File: config.mk
export PLATFORM = sky130hd
export DESIGN_NAME = phy_pwr_seq
export DESIGN_NICKNAME = d
export VERILOG_FILES = /design/src/rtl/phy_pwr_seq.sv
export SDC_FILE = /design/constraint.sdc
export NUM_CORES = 1
export LEC_CHECK = 0
export ABC_AREA = 1
export ABC_CLOCK_PERIOD_IN_PS = 3700
export BUFFER_PORTS_ARGS = -buffer_cell sky130_fd_sc_hd__buf_4
export CAP_MARGIN = 40
export CORE_UTILIZATION = 60
export CTS_CLUSTER_SIZE = 28
export DETAILED_ROUTE_END_ITERATION = 16
export PLACE_DENSITY = 0.78
export SLEW_MARGIN = 20
export SYNTH_ARGS = -nofsm -noshare
export SYNTH_HDL_FRONTEND = slang
export SYNTH_SLANG_ARGS = --single-unit
File: constraint.sdc
create_clock -name clk -period 3.7 [get_ports clk]
set_input_delay 0.74 -clock clk [delete_from_list [all_inputs] [get_ports clk]]
set_output_delay 0.74 -clock clk [all_outputs]
set_load 0.03 [all_outputs]
File: src/rtl/phy_pwr_seq.sv
module phy_pwr_seq #(
  parameter int NDSI      = 2,
  parameter int CLK_HZ    = 50_000_000,
  parameter int SETTLE_US = 100
) (
  input  logic              clk,
  input  logic              rst_n,
  input  logic [NDSI+2:0]   pwr_req,
  output logic [3*NDSI-1:0] dsi_ctl,
  output logic [1:0]        ctx_ctl,
  output logic              usb_gate,
  output logic              hdmi_rst_drv,
  output logic              hdmi_ldo_pd,
  output logic              hdmi_gate,
  output logic              busy,
  output logic              done
);
  localparam int NPHY   = NDSI + 3;
  localparam int IW     = $clog2(NPHY);
  localparam int SETTLE = (CLK_HZ / 1_000_000) * SETTLE_US;
  localparam int CW     = $clog2(SETTLE + 1);
  localparam logic [IW-1:0] I_CTX  = IW'(NDSI);
  localparam logic [IW-1:0] I_USB  = IW'(NDSI + 1);
  localparam logic [IW-1:0] I_HDMI = IW'(NDSI + 2);

  logic [2:0]      dsi_q [NDSI];
  logic [NPHY-1:0] on_q;
  logic [IW-1:0]   sel_q, pick;
  logic            dir_q, found, last;
  logic [2:0]      step_q;
  logic [CW-1:0]   cnt_q;
  logic [NPHY-1:0] pend;

  assign pend = pwr_req ^ on_q;

  always_comb begin
    pick  = '0;
    found = 1'b0;
    for (int i = NPHY - 1; i >= 0; i--)
      if (pend[i]) begin
        pick  = IW'(i);
        found = 1'b1;
      end
  end

  always_comb begin
    if (sel_q == I_USB)       last = (step_q == 3'd0);
    else if (sel_q == I_HDMI) last = dir_q ? (step_q == 3'd4) : (step_q == 3'd1);
    else                      last = (step_q == 3'd1);
  end

  always_ff @(posedge clk or negedge rst_n) begin
    if (!rst_n) begin
      for (int i = 0; i < NDSI; i++) dsi_q[i] <= 3'b000;
      ctx_ctl      <= 2'b00;
      usb_gate     <= 1'b0;
      hdmi_rst_drv <= 1'b0;
      hdmi_ldo_pd  <= 1'b1;
      hdmi_gate    <= 1'b0;
      on_q         <= '0;
      sel_q        <= '0;
      dir_q        <= 1'b0;
      step_q       <= 3'd0;
      cnt_q        <= '0;
      busy         <= 1'b0;
      done         <= 1'b0;
    end else begin
      done <= 1'b0;
      if (!busy) begin
        if (found) begin
          busy   <= 1'b1;
          sel_q  <= pick;
          dir_q  <= pwr_req[pick];
          step_q <= 3'd0;
          cnt_q  <= '0;
        end
      end else begin
        if (sel_q < I_CTX) begin
          for (int i = 0; i < NDSI; i++)
            if (sel_q == IW'(i))
              dsi_q[i] <= (step_q == 3'd0) ? 3'b001 : (dir_q ? 3'b101 : 3'b000);
        end else if (sel_q == I_CTX) begin
          ctx_ctl <= (step_q == 3'd0) ? 2'b01 : (dir_q ? 2'b11 : 2'b00);
        end else if (sel_q == I_USB) begin
          usb_gate <= dir_q;
        end else if (dir_q) begin
          case (step_q)
            3'd0:    hdmi_rst_drv <= 1'b1;
            3'd1:    hdmi_gate    <= 1'b1;
            3'd2:    hdmi_ldo_pd  <= 1'b0;
            3'd4:    hdmi_rst_drv <= 1'b0;
            default: ;
          endcase
        end else begin
          if (step_q == 3'd0) hdmi_ldo_pd <= 1'b1;
          else                hdmi_gate   <= 1'b0;
        end

        if (sel_q == I_HDMI && dir_q && step_q == 3'd3) begin
          if (cnt_q == CW'(SETTLE - 1)) step_q <= 3'd4;
          else                          cnt_q  <= cnt_q + 1'b1;
        end else begin
          step_q <= step_q + 3'd1;
        end

        if (last) begin
          busy        <= 1'b0;
          done        <= 1'b1;
          on_q[sel_q] <= dir_q;
        end
      end
    end
  end

  for (genvar g = 0; g < NDSI; g++) begin : g_dsi
    assign dsi_ctl[3*g +: 3] = dsi_q[g];


    dsi_hp_after_gate_chk: assert property (@(posedge clk) disable iff (!rst_n)
      $rose(dsi_q[g][2]) |-> $past(dsi_q[g][0]));


    dsi_gate_after_ldo_chk: assert property (@(posedge clk) disable iff (!rst_n)
      $fell(dsi_q[g][0]) |-> $past(dsi_q[g][2:1]) == 2'b00);
  end


  ctx_ldo_after_gate_chk: assert property (@(posedge clk) disable iff (!rst_n)
    $rose(ctx_ctl[1]) |-> $past(ctx_ctl[0]));


  hdmi_rst_release_chk: assert property (@(posedge clk) disable iff (!rst_n)
    $fell(hdmi_rst_drv) |-> (hdmi_gate && !hdmi_ldo_pd));


  hdmi_gate_off_chk: assert property (@(posedge clk) disable iff (!rst_n)
    $fell(hdmi_gate) |-> $past(hdmi_ldo_pd));


  done_pulse_chk: assert property (@(posedge clk) disable iff (!rst_n)
    done |-> (!busy ##1 !done));


  one_phy_per_cycle_chk: assert property (@(posedge clk) disable iff (!rst_n)
    !busy |=> $stable(dsi_ctl) && $stable(ctx_ctl) && $stable(usb_gate) &&
              $stable(hdmi_gate) && $stable(hdmi_ldo_pd) && $stable(hdmi_rst_drv));
endmodule

* Word-level counts from Yosys, hierarchy flattened
Index checks and enable logic that the tools add are counted.
** Storage, ports and cells
- Bits in registers :: 39
- Output and inout port bits :: 14
- Word-level logic and storage cells :: 101
** Cells by class
- Add/sub/neg operators :: 2
- Magnitude comparators :: 4
- Equality and inequality tests :: 15
- Mux-type cells :: 42
- Bitwise gates (word level) :: 5
- Reductions and logical operators :: 19
** Operators with widths (count)
- $mux W13 :: 4
- $mux W3 :: 11
- $mux W1 :: 21
- $reduce_and A6 Y1 :: 3
- $add A13 B1 Y13 const B :: 1
- $eq A13 B13 Y1 const B :: 1
- $eq A3 B2 Y1 const B :: 4
- $reduce_and A3 Y1 :: 4
- $lt A3 B4 Y1 const B :: 2
- $eq A3 B1 Y1 const B :: 2
- $eq A3 B3 Y1 const B :: 2
- $logic_not A3 Y1 :: 2
- $ne A2 B1 Y1 const B :: 3
- $reduce_and A2 Y1 :: 3
- $reduce_bool A2 Y1 :: 3
- $bwmux W5 :: 1
- $xor A5 B5 Y5 :: 1
- $mux W2 :: 2
- $ne A2 B2 Y1 const B :: 2
- $not A1 Y1 :: 4
- $reduce_and A4 Y1 :: 1
- $add A3 B1 Y3 const B :: 1
- $bmux W1 S3 :: 1
- $demux W1 S3 :: 1
- 5 further kinds :: 7

* Logic depth before layout (Yosys ltp)
Gate-level depths: netlist of run 1.
- Word-level depth :: 8
- Depth in mapped cells :: 12
- Depth with buffers taken out :: 11

* Worst setup path before layout of run 1
No wires, ideal clock.
- Kind :: in2reg
- Start :: input pwr_req[3]
- End :: register cnt_q[11]
- Arrival :: 1.597 ns
- Data required time :: 3.584 ns
- Path slack :: 1.987 ns
- Cell stages on the path :: 11
- Path through :: inv_1 nand2_1 nand2_1 nand2_1 nor2_1 nand2_1 nand2_4 nand2_2 buf_4 nand2_1 nand2_1
** On the way
- Cells in the longest elaborated chain, start to end :: 7
** RTL lines
- start: declaration :: line 8 : input logic [NDSI+2:0] pwr_req,
- $xor A5 B5 Y5 :: line 34 : assign pend = pwr_req ^ on_q;
- $mux W1 (4 in series) :: line 40 : if (pend[i]) begin
- $reduce_bool A2 Y1 (no line)
- $reduce_and A3 Y1 (no line)
- end signal: assignment :: line 101 : else cnt_q <= cnt_q + 1'b1;
- end: declaration :: line 31 : logic [CW-1:0] cnt_q;
Every way passes these cells.
A chain may end at the register's enable or synchronous reset.

* Final worst setup path of run 1
- Start :: register step_q[0]
- End :: register on_q[0]
** On the way
- Cells in the longest elaborated chain, start to end :: 5
** RTL lines
- start: declaration :: line 30 : logic [2:0] step_q;
- start signal: assignment :: line 103 : step_q <= step_q + 3'd1;
- $eq A3 B1 Y1 or $eq A3 B3 Y1 (tied branches) :: line 48, 49
- $mux W1 (2 in series) :: line 48 : else if (sel_q == I_HDMI) last = dir_q ? (step_q == 3'd4) : (step_q == 3'd1);
- $mux W1 (*) :: line 47 : if (sel_q == I_USB) last = (step_q == 3'd0);
- $reduce_and A2 Y1 (no line) (*)
- end signal: indexed assignment :: line 109 : on_q[sel_q] <= dir_q;
- end: declaration :: line 27 : logic [NPHY-1:0] on_q;
Every way passes the cells marked *; elsewhere a longest branch is shown, timed or not.

==> out/qor.txt, run 1 <==
Ys flop type = dfrtp_1
H-Tree Depth = 2
Per-instance average area after synthesis = 7.24 µm²
Post-Synth XOR/XNOR Area = 2.76%
Final period util = 53.8%
Most frequent CP cell = inv_1
Clk_skew = 0.00306 ns
Crit-path max cell delay = 0.42 ns
Diode count = 0
Layout area overhead = 9.61%
Routed wire length per instance = 12.6 µm
Rows = 21
Port Buffers = 18
#FFs+latches synth = 37
Post_cts resized = 0
Fin. Hold Viols = 0
Pwr dens = 679 mW/mm²
Post-synth cell types = 31
Die height = 62.2 µm
Reg2Reg Setup Slack = 1.71 ns
Mapped Area = 0.00217 mm²
Post-synthesis mux area share = 0%
Drt via density = 5.33
Synthesized-area fraction occupied by and/or/nand/nor cells = 34.1%
CTS tree = built
CTS sink cnt = 37
Clock transition at path regs = 0.12 ns
Fin crit period = 1.99 ns
Synth async-reset ratio = 100%
Overflow after GRT = 0
Final HPWL DP = 3420 µm
Setup TNS Final = 0 ns
Seq/Total Area, Yosys = 42.7%
Maximum buffer depth of the clock tree = 2
Data arrival, critical path = 2.21 ns
Synthesized instance count = 300
Vias in the first global route = 1836
Post-route ant nets = 0
Initial Util = 63.6%
Nets = 333
Startpoint Class = register
Drt pass-1 iters = 5
Unrepaired setup endpoints after global routing = false
R2r worst-path depth = 9
Fraction of layout cells with a size suffix above 1 = 12.1%
Crit Reg-Reg Endpoint = on_q[0]
Crit path kind = register to register
Compound-cell area share of the yosys netlist = 8.52%
Maximum clock rate = 502 MHz
Post-Route WL = 4630 µm
Die X = 62.2 µm
Count of final setup violators = 0
Pwr Total = 1620 µW
Setup WS pre-CTS = 1.59 ns
Initial DRC Count = 125
DRC = 0
Post-CTS setup buffers = 0
Worst Hold Class = input port to asynchronous set/reset pin
I/O pin total = 21
Vias = 1955
Global-route wire length before repair = 8370 µm
Fin. max-slew vios = 0
Die area = 0.00387 mm²
Setup slack after layout = 1.71 ns
Outcome = completed
Largest net degree at the start of global routing = 38
Worst-skew pair later-pin latency = 0.34 ns
Hold buffers post-CTS = 0
CP Buf/Inv Count = 3
TritonCTS Buffers = 5
CP endpoint kind = register
Root buffer cell = clkbuf_4
Slew Limit Headroom = 64.9%
Static Leak = 0.00119 µW
Ys Warns = 0
GR Util All Layers = 27.3%
Worst path cell trace = inv_1 -> ha_1 -> inv_1 -> nor2_1 -> inv_1 -> a31oi_1 -> nand3_1 -> nand2_1 -> o21ai_0
Number of synthesized flops with an enable pin = 0
CP delay by family, top = simple AND/OR/NAND/NOR gates
Core area = 0.00342 mm²
Crit-path max FO = 4
Initial antenna violation count = 0
Peak VDD IR = 415 µV
Worst-Margin Slew = 0.522 ns
Reg-to-Reg Start = step_q[0]
CP required = 3.92 ns
Hold slack = 0.333 ns
CP max stage cell = dfrtp_1
Max Cap Viol = 0
GPL Wtd Cong = 0.891
Main combinational cell family by area after synthesis = simple AND/OR/NAND/NOR gates
Adder-cell share of the synthesized area = 3.45%
state kept, by name, summed over array words and instances (netlist names):
signal	flops
hdmi_gate	1
cnt_q	13
on_q	5
usb_gate	1
hdmi_rst_drv	1
ctx_ctl	2
dir_q	1
sel_q	3
done	1
dsi_ctl	4
hdmi_ldo_pd	1
busy	1
step_q	3
cells in the final DEF (no fill, tap or decap), drive strengths merged, types with 3 or more instances in the layout:
cell / netlist / routed
nand2: 99 / 99
dfrtp: 36 / 36
inv: 36 / 36
nor2: 30 / 30
nand3: 25 / 25
o21ai: 25 / 25
buf: 5 / 18
nor3: 11 / 11
a21oi: 8 / 8
ha: 6 / 6
nand4: 5 / 5
clkbuf: 1 / 5
xor2: 3 / 3
xnor2: 3 / 3
area by class of cell:
type                       count  area, µm²
clock buffer                   5       37.5
clock inverter                 3       17.5
fill                         321       1030
inverter                      36        138
multi-input combinational    222       1070
sequential                    37        927
tap                           46       57.6
timing repair buffer          18        135
report_power, final:
part	internal, µW	leakage, µW	switching [µW]
registers	531	0.000476	106
logic	250	0.000678	518
clock network	71.7	0.0000310	141
total	852	0.00119	766
kinds of logic (layout without fill, tap and decap cells):
group / after synthesis / in the layout
DFF: 37 / 37
xor gates and xnor gates: 6 / 6
buffers and inverters: 42 / 62
adders and majority gates: 6 / 6
and+or+nand+nor: 172 / 172
other: 1 / 2
AOI/OAI and AO/OA: 36 / 36
metrics by stage:
stage | cells | utilization [%] | area (µm²)
6_report | 367 | 69.7 | 2380
2_1_floorplan | 301 | - | 2180
3_3_place_gp | 359 | 68.1 | 2330
3_5_place_dp | 359 | 68.1 | 2330
5_1_grt | 367 | 69.7 | 2380
4_1_cts | 367 | 69.7 | 2380
metal layers:
layer	up-vias	global-route usage (%)	part of all wire (%)
met2	71	42.4	43
li1	994	-	-
met4	0	6.10	0.86
met5	-	0	0
met3	5	4.96	6.8
met1	885	39.7	49
worst max path at each step:
stage                     from          end  slack [ns]  cells after the start
floorplan           pwr_req[3]    cnt_q[11]        1.99                     11
global placement    pwr_req[3]     cnt_q[9]        1.64                     11
detailed placement  pwr_req[3]     cnt_q[9]        1.59                     11
CTS                  step_q[0]  hdmi_ldo_pd        1.71                      9
global route          cnt_q[0]    cnt_q[12]        1.55                      9
finish               step_q[0]      on_q[0]        1.71                      9
cell usage after synthesis (2+ instances only):
master	count	area share [%]
nand2_1	96	17
dfrtp_1	36	41
inv_1	33	5.7
nor2_1	28	4.8
nand3_1	24	5.5
o21ai_0	17	3.9
nor3_1	10	2.3
a21oi_1	8	1.8
o21ai_1	8	1.8
ha_1	6	3.5
nand4_1	5	1.4
buf_4	3	1.0
xor2_1	3	1.2
a31oi_1	2	0.58
inv_2	2	0.35
nand2_2	2	0.58
nor2_2	2	0.58
xnor2_1	2	0.81
(Power assumes the default switching activity.)
==> run 2: changes to the inputs <==
Settings changed: ABC_CLOCK_PERIOD_IN_PS 3700 to 2000, CORE_UTILIZATION 60 to 59, PLACE_DENSITY 0.78 to 0.77.
Clock period 3.7 ns to 2 ns, I/O delays scaled along.
==> run 2 against run 1 <==
  * Via count up 0.82%
  * Setup slack lost 1.5 ns
  * Die area is 1.6% higher
  * Routed wire length fell by 0.52%
  * Total power grew 96%
  * Sequential power up 85%
  * Core utilization is 1.6 points higher
  * Design area is 3.2% higher
  * Cell count is 0.82% higher
  * Fmax grew 12%
  * First-iteration DRC count grew 23%
  * Largest power group unchanged
  * Highest routed layer unchanged
==> out/qor.txt, run 2 (synthesized netlist as in run 1, its figures left out) <==
Outcome = completed
Post-route ant nets = 0
CTS tree = built
Crit Reg-Reg Endpoint = hdmi_ldo_pd
Cells after DPL = 363
Peak VDD IR = 922 µV
CP required = 2.21 ns
Vias = 1971
Static Leak = 0.00122 µW
TritonCTS Buffers = 5
GR Util All Layers = 26.3%
Initial DRC Count = 154
CP endpoint = hdmi_ldo_pd
Initial antenna violation count = 0
R2r worst-path depth = 9
Maximum clock rate = 562 MHz
Core area = 0.00344 mm²
GPL Wtd Cong = 0.926
Layout area overhead = 13.1%
Register bank with the most flops = cnt_q
Post-Route WL = 4600 µm
Reg2Reg Setup Slack = 0.22 ns
Fin crit period = 1.78 ns
Die X = 62.7 µm
Final Util = 71.4%
Setup TNS Final = 0 ns
Fin. max-slew vios = 0
Diode count = 0
Startpoint Class = register
H-Tree Depth = 2
Unrepaired setup endpoints after global routing = false
Routed wire length per instance = 12.4 µm
Root buffer cell = clkbuf_8
Count of final setup violators = 0
Critical Path Source = step_q[0]
Pwr Total = 3180 µW
Max FFs per register = 13
Fraction of layout cells with a size suffix above 1 = 13.3%
CP endpoint kind = register
Final HPWL DP = 3490 µm
Global-route wire length before repair = 8050 µm
Commonest non-fill, non-tap cells in the layout = 96 x nand2_1, 36 x dfrtp_1, 33 x inv_1
Crit path kind = register to register
Max Cap Viol = 0
Worst Hold Class = input port to asynchronous set/reset pin
Fillers = 299
Clk_skew = 0.00774 ns
Drt via density = 5.33
Worst-skew pair later-pin latency = 0.29 ns
Pwr dens = 1290 mW/mm²
Data arrival, critical path = 1.99 ns
Initial Util = 63.1%
DRC = 0
Clock transition at path regs = 0.07 ns
Drt pass-1 iters = 5
Largest net degree at the start of global routing = 38
Maximum buffer depth of the clock tree = 2
Reg-to-Reg Start = step_q[0]
Final period util = 88.9%
Die height = 62.7 µm
Fin. Hold Viols = 0
Leading cell type in the layout, fill and taps excluded = nand2_1
Crit-path max FO = 4
CTS sink cnt = 37
Overflow after GRT = 0
Die area = 0.00393 mm²
Rows = 21
Final std cells w/o fill = 370
Port Buffers = 18
Nets = 337
Post-CTS setup buffers = 0
Vias in the first global route = 1733
I/O pin total = 21
-- run 2: worst max-delay path, cell delays in order (launching register included) --
cell and delay [ns]:
dfrtp_1 0.42, inv_1 0.13, ha_1 0.20, inv_1 0.07
nor2_2 0.16, inv_1 0.09, nand2_1 0.08, inv_1 0.08
or3_1 0.33, o21ai_0 0.15
-- run 2: cell type report --
| class | instances | area [µm²] | area share [%] |
|---|---|---|---|
| flip-flops and latches | 37 | 927 | 37.7 |
| inverters | 36 | 138 | 5.60 |
| well taps | 46 | 57.6 | 2.34 |
| clock buffers | 7 | 86.3 | 3.51 |
| multi-input cells | 222 | 1080 | 44.1 |
| repair buffers | 22 | 165 | 6.72 |
-- run 2: per-layer routing --
metal  global-route usage (%)  share of wire, %  vias up
li1                         -                 -     1006
met1                     41.3                52      902
met2                     36.3                41       56
met3                     4.01               5.2        7
met4                     9.59               1.3        0
met5                        0                 0        -
-- run 2: what timing repair did --
action | in CTS | in global routing
setup endpoints to repair | 0 | 18
hold buffers | 0 | 0
gates resized for setup | 0 | 3
-- run 2: per-stage QoR --
step	cell area, µm²	worst slack [ns]	hold WS, ns
2_1_floorplan	2180	0.431	0.104
3_3_place_gp	2360	0.141	0.384
3_5_place_dp	2360	0.108	0.385
4_1_cts	2440	0.0828	0.0795
5_1_grt	2460	0.0267	0.103
6_report	2460	0.221	0.0638
-- run 2: power by group --
| group | switching, µW | leakage [µW] | total (µW) | internal [µW] |
|---|---|---|---|---|
| Combinational | 976 | 0.000699 | 1480 | 506 |
| Sequential | 192 | 0.000476 | 1180 | 984 |
| Clock | 246 | 0.0000443 | 519 | 273 |
-- run 2: how the worst min path moves through the flow --
stage	slack [ns]	start	endpoint
floorplan	0.10	rst_n	busy
global route	0.10	rst_n	dsi_ctl[2]
global placement	0.38	rst_n	dsi_ctl[0]
finish	0.06	rst_n	dsi_ctl[2]
detailed placement	0.38	rst_n	dsi_ctl[2]
CTS	0.08	rst_n	dsi_ctl[2]
